### src/rtl/bgs_pkg.sv
package bgs_pkg;
   typedef enum logic [2:0] {
      GS_OFF     = 3'd0,
      GS_HS_WAIT = 3'd1,
      GS_HS_ON   = 3'd2,
      GS_DEAD    = 3'd3,
      GS_LS_ON   = 3'd4
   } gate_st_e;
endpackage

### src/rtl/bgs_skip_ctrl.sv
module bgs_skip_ctrl (
   input  logic clk,
   input  logic rst_n,
   input  logic cyc_start,
   input  logic light_load,
   input  logic fb_low,
   input  logic psave_n,
   output logic run_cycle,
   output logic skip_active
);
   logic skip_en;
   assign skip_en = ~psave_n;

   // A cycle is dropped only when already skipping, still light, and feedback is high enough
   assign run_cycle = ~(skip_active & skip_en & light_load & ~fb_low);

   always_ff @(posedge clk) begin
      if (!rst_n)
         skip_active <= 1'b0;
      else if (!skip_en)
         skip_active <= 1'b0;
      else if (cyc_start)
         skip_active <= light_load;
   end

   p_boost_entry_r7: assert property (@(posedge clk) disable iff (!rst_n)
      (cyc_start && !psave_n && light_load) |=> skip_active);
   p_boost_clear_r12: assert property (@(posedge clk) disable iff (!rst_n)
      psave_n |=> !skip_active);
endmodule

### src/rtl/bgs_ls_timer.sv
module bgs_ls_timer #(
   parameter int PHASE_TMO = 8,
   parameter bit USE_TMO   = 1'b1
) (
   input  logic clk,
   input  logic rst_n,
   input  logic dead_active,
   output logic tmo_hit
);
   localparam int TW = (PHASE_TMO > 2) ? $clog2(PHASE_TMO) : 1;
   localparam logic [TW-1:0] LAST = TW'(PHASE_TMO - 1);

   generate
      if (PHASE_TMO < 2) begin : g_bad
         $error("PHASE_TMO must be at least 2");
      end
      if (USE_TMO) begin : g_tmo
         logic [TW-1:0] cnt;
         assign tmo_hit = dead_active & (cnt == LAST);
         always_ff @(posedge clk) begin
            if (!rst_n || !dead_active)
               cnt <= '0;
            else if (!tmo_hit)
               cnt <= cnt + 1'b1;
         end
      end else begin : g_no_tmo
         assign tmo_hit = 1'b0;
      end
   endgenerate

   p_hit_only_dead_r6: assert property (@(posedge clk) disable iff (!rst_n)
      tmo_hit |-> dead_active);
endmodule

### src/rtl/bgs_gate_fsm.sv
module bgs_gate_fsm
   import bgs_pkg::*;
(
   input  logic clk,
   input  logic rst_n,
   input  logic cyc_start,
   input  logic run_cycle,
   input  logic pwm_trip,
   input  logic oc_flag,
   input  logic phase_low,
   input  logic tmo_hit,
   input  logic ls_off_fb,
   input  logic i_rev,
   output logic hs_gate,
   output logic ls_gate,
   output logic dead_active
);
   gate_st_e st;

   assign dead_active = (st == GS_DEAD);

   always_ff @(posedge clk) begin
      if (!rst_n) begin
         st      <= GS_OFF;
         hs_gate <= 1'b0;
         ls_gate <= 1'b0;
      end else if (cyc_start) begin
         hs_gate <= 1'b0;
         ls_gate <= 1'b0;
         st      <= run_cycle ? GS_HS_WAIT : GS_OFF;
      end else begin
         unique case (st)
            GS_HS_WAIT: if (ls_off_fb) begin
               hs_gate <= 1'b1;
               st      <= GS_HS_ON;
            end
            GS_HS_ON: if (pwm_trip || oc_flag) begin
               hs_gate <= 1'b0;
               st      <= GS_DEAD;
            end
            GS_DEAD: if (phase_low || tmo_hit) begin
               ls_gate <= 1'b1;
               st      <= GS_LS_ON;
            end
            GS_LS_ON: if (i_rev) begin
               ls_gate <= 1'b0;
               st      <= GS_OFF;
            end
            default: st <= GS_OFF;
         endcase
      end
   end

   p_hs_needs_fb_r3: assert property (@(posedge clk) disable iff (!rst_n)
      $rose(hs_gate) |-> $past(ls_off_fb));
   p_ls_after_phase_r5: assert property (@(posedge clk) disable iff (!rst_n)
      $rose(ls_gate) |-> ($past(phase_low) || $past(tmo_hit)));
   p_oc_ends_pulse_r4: assert property (@(posedge clk) disable iff (!rst_n)
      (hs_gate && oc_flag) |=> !hs_gate);
   p_reverse_off_r11: assert property (@(posedge clk) disable iff (!rst_n)
      (ls_gate && i_rev) |=> !ls_gate);
   p_trip_ends_pulse_r2: assert property (@(posedge clk) disable iff (!rst_n)
      (hs_gate && pwm_trip) |=> !hs_gate);
endmodule

### src/rtl/buck_gate_seq.sv
module buck_gate_seq #(
   parameter int PHASE_TMO = 8,
   parameter bit USE_TMO   = 1'b1
) (
   input  logic clk,
   input  logic rst_n,
   input  logic cyc_start,
   input  logic pwm_trip,
   input  logic oc_flag,
   input  logic phase_low,
   input  logic ls_off_fb,
   input  logic light_load,
   input  logic fb_low,
   input  logic i_rev,
   input  logic psave_n,
   output logic hs_gate,
   output logic ls_gate,
   output logic reg_boost
);
   logic run_cycle;
   logic tmo_hit;
   logic dead_active;

   bgs_skip_ctrl u_skip (
      .clk        (clk),
      .rst_n      (rst_n),
      .cyc_start  (cyc_start),
      .light_load (light_load),
      .fb_low     (fb_low),
      .psave_n    (psave_n),
      .run_cycle  (run_cycle),
      .skip_active(reg_boost)
   );

   bgs_ls_timer #(.PHASE_TMO(PHASE_TMO), .USE_TMO(USE_TMO)) u_tmr (
      .clk        (clk),
      .rst_n      (rst_n),
      .dead_active(dead_active),
      .tmo_hit    (tmo_hit)
   );

   bgs_gate_fsm u_fsm (
      .clk        (clk),
      .rst_n      (rst_n),
      .cyc_start  (cyc_start),
      .run_cycle  (run_cycle),
      .pwm_trip   (pwm_trip),
      .oc_flag    (oc_flag),
      .phase_low  (phase_low),
      .tmo_hit    (tmo_hit),
      .ls_off_fb  (ls_off_fb),
      .i_rev      (i_rev),
      .hs_gate    (hs_gate),
      .ls_gate    (ls_gate),
      .dead_active(dead_active)
   );

   p_no_overlap_r3: assert property (@(posedge clk) disable iff (!rst_n)
      !(hs_gate && ls_gate));
   p_skip_low_r8: assert property (@(posedge clk) disable iff (!rst_n)
      (cyc_start && !run_cycle) |=> (!hs_gate && !ls_gate));
   p_ls_off_on_start_r3: assert property (@(posedge clk) disable iff (!rst_n)
      cyc_start |=> !ls_gate);
endmodule

### config.mk
export PLATFORM = sky130hd
export DESIGN_NAME = buck_gate_seq
export DESIGN_NICKNAME = d
export VERILOG_FILES = /design/src/rtl/bgs_pkg.sv /design/src/rtl/bgs_skip_ctrl.sv /design/src/rtl/bgs_ls_timer.sv /design/src/rtl/bgs_gate_fsm.sv /design/src/rtl/buck_gate_seq.sv
export SDC_FILE = /design/constraint.sdc
export NUM_CORES = 1
export LEC_CHECK = 0
export BUFFER_PORTS_ARGS = -buffer_cell sky130_fd_sc_hd__buf_2
export CORE_AREA = 2 2 39 41
export DETAILED_ROUTE_END_ITERATION = 6
export DIE_AREA = 0 0 41 43
export GPL_TIMING_DRIVEN = 0
export HOLD_SLACK_MARGIN = 0.03
export MAX_ROUTING_LAYER = met4
export PLACE_DENSITY = 0.64
export SLEW_MARGIN = 10
export SYNTH_ARGS = -nofsm -noshare
export SYNTH_HDL_FRONTEND = slang
export SYNTH_HIERARCHICAL = 1
export SYNTH_SLANG_ARGS = --single-unit
### constraint.sdc
create_clock -name clk -period 3.6 [get_ports clk]
set_clock_uncertainty 0.05 [all_clocks]
set_input_delay 0.36 -clock clk [delete_from_list [all_inputs] [get_ports clk]]
set_output_delay 0.36 -clock clk [all_outputs]
set_load 0.01 [all_outputs]
==> metrics.yaml <==
crit_type: "reg -> reg"
timing.fmax_mhz: 617.0
netlist_top_cells_count: "dfxtp_1, nor2_1, mux2i_1"
die_h_um: 43
r2r-start: "u_fsm/st[1]"
clkSinkCount: 9
fin_util_pct: 43.40
cts_buffer_depth: 2
via_per_inst: 5.167
wirelength_um: 909
rr_worst_depth: 6
drc_errors: 0
wl_per_cell_um: 10.82
outcome: "completed"
post_cts_buffers: 0
crit_cells: 6
diodes: 0
ys.flop_type: "dfxtp_1"
cts_tree: "built"
syn-num-nets: 64
worstSetupEndpointType: "flip-flop"
synth_area_per_cell_um2: 9.593
ys_async_sr_fraction_pct: 0
tightestPinTransition_ns: 0.2668
path_cells: "nor2b_1, and2_1, and2_2, o21ai_0, a32oi_1, mux2i_1"
grt_pass1_wl_um: 1621
reg2reg_to: "u_fsm/st[0]"
cts_buffers: 3
io_pins: 14
h-tree-depth: 1
synthDominantCellAreaShare_pct: 36.83
nets: 82
cpLargestDelayFamily: "simple AND/OR/NAND/NOR gates"
ys_top_cells_by_area: "dfxtp_1, mux2i_1, nor2_1"
port_buffers: 13
grt_usage_pct: 13.83
wl_met2_um: 416
crit_path_top_delay_cell: "dfxtp_1"
yosysTopAreaCell: "dfxtp_1"
dr.pass1.iters: 3
slowest_delay_ns: 0.45
leakagePower_nw: 0.2590
initial_core_util_pct: 35.35
area_delta_synth_final_pct: 22.76
cts_resized: 0
die_x_um: 41
gp_congestion: 0.6527
slew_viol_final: 0
synth_area_um2: 489.2
ys_seq_elements: 9
wl_met3_um: 74
hold_start: "psave_n"
maxCapViolCount: 0
yosysMostFrequentCell: "dfxtp_1"
tns_ns: 0
ir_worst_vdd_uv: 195.8
p_per_area_nw_per_um2: 340.4
setup_viol: 0
die_area_um2: 1763
synth_edf_count: 0
place_inst: 80
min_path_type: "in -> reg"
routed.top_layer: "met3"
synth_cell_type_count: 27
dp_hpwl_um: 687.8
netlist_instances: 51
path_buf_inv: 0
antenna_left: 0
num_vias: 434
maxSlewHeadroom_pct: 82.18
worstPathArrival_ns: 1.72
hold_viol_final: 0
drt-met1-wl_um: 418
cp-start-kind: "flip-flop"
cp.required_ns: 3.70
antenna_found_initial: 0
drtIter0Drc: 7
grt_setup_unrepaired: "no"
instances_no_fill: 84
hold_buffers: 0
r2r_setup_slack_ns: 1.98
critical_path_peak_fanout: 9
gr-total-overflow: 0
path_clk_slew_ns: 0.06
grt_max_degree: 11
grt_pass1_vias: 390
clkLatencyLatePin_ns: 0.26
period_share_pct: 45.02
min_to: "u_skip/skip_active"
layout-drive-gt1-share_pct: 33.82
rows: 14
finalCriticalPeriod_ns: 1.621
core-area_um2: 1384
yosys_warnings: 6
hold_path_depth: 2
clock-root-buffer: "clkbuf_4"
synth_seq_area_share_pct: 36.83
[worst reg2reg max path: cells and delay by family, from the launching register on]
kind / cells / cell delay (ns)
simple gates: 3 / 0.63
compound gates: 2 / 0.29
mux: 1 / 0.09
flops: 1 / 0.45
[worst max-delay path by stage]
stage / from / end / slack (ns)
floorplan: u_tmr/g_tmo.cnt[0] / u_fsm/ls_gate / 2.16
global placement: u_fsm/st[1] / u_fsm/st[0] / 1.99
detailed placement: u_fsm/st[1] / u_fsm/st[0] / 1.98
CTS: u_fsm/st[1] / u_fsm/st[0] / 1.97
global route: u_fsm/st[1] / u_fsm/st[0] / 1.76
finish: u_fsm/st[1] / u_fsm/st[0] / 1.98
[cell usage in the layout (no fill, tap or decap), types with 2 or more instances in the layout]
master | netlist | layout
nor2_1 | 7 | 7
clkbuf_4 | 0 | 3
or4b_1 | 2 | 2
nor3_1 | 2 | 2
a21oi_1 | 3 | 3
dfxtp_1 | 9 | 9
mux2i_1 | 4 | 4
buf_2 | 1 | 14
nand2_1 | 3 | 3
ha_1 | 2 | 2
[state kept, by name, indices dropped and copies added (netlist names)]
register,count
u_fsm/hs_gate,1
u_fsm/ls_gate,1
u_fsm/st,3
u_skip/skip_active,1
u_tmr/g_tmo.cnt,3
[power by group]
part	internal, mW	switching, mW	leakage [nW]
clock network	0.0427	0.0344	0.0150
logic	0.0124	0.0119	0.171
registers	0.102	0.00137	0.0730
total	0.157	0.0476	0.259
[area by class of cell]
cell class	count	area, µm²
multi-input combinational	41	304.0
buffer	1	5.005
sequential	9	180.2
fill	145	783.3
clock buffer	4	26.28
tap	16	20.02
timing repair buffer	13	65.06
[routing by layer]
| layer | vias up | global-route usage (%) |
|---|---|---|
| met1 | 198 | 16.56 |
| met5 | - | - |
| met3 | 0 | 7.853 |
| li1 | 224 | - |
| met4 | 0 | 4.000 |
| met2 | 12 | 19.38 |
[stage by stage]
step	instance area [µm²]	total power [mW]	worst slack, ns	hold slack [ns]
after floorplan	489.2	0.1190	2.159	0.3795
after global placement	574.3	0.1293	1.988	0.4323
after detailed placement	574.3	0.1296	1.984	0.4489
after CTS	600.6	0.2081	1.971	0.2198
after global routing	600.6	0.2176	1.764	0.2281
final	600.6	0.2044	1.979	0.2284
[logic make-up after synthesis]
group	count (synthesis)	share of synthesized area, %
adders and majority gates	2	5.114
AOI/OAI and AO/OA	9	12.79
muxes	5	10.49
buffers and inverters	1	1.022
DFF	9	36.83
and+or+nand+nor	24	31.97
xor gates and xnor gates	1	1.791
Power figures use the tool's default switching activity.
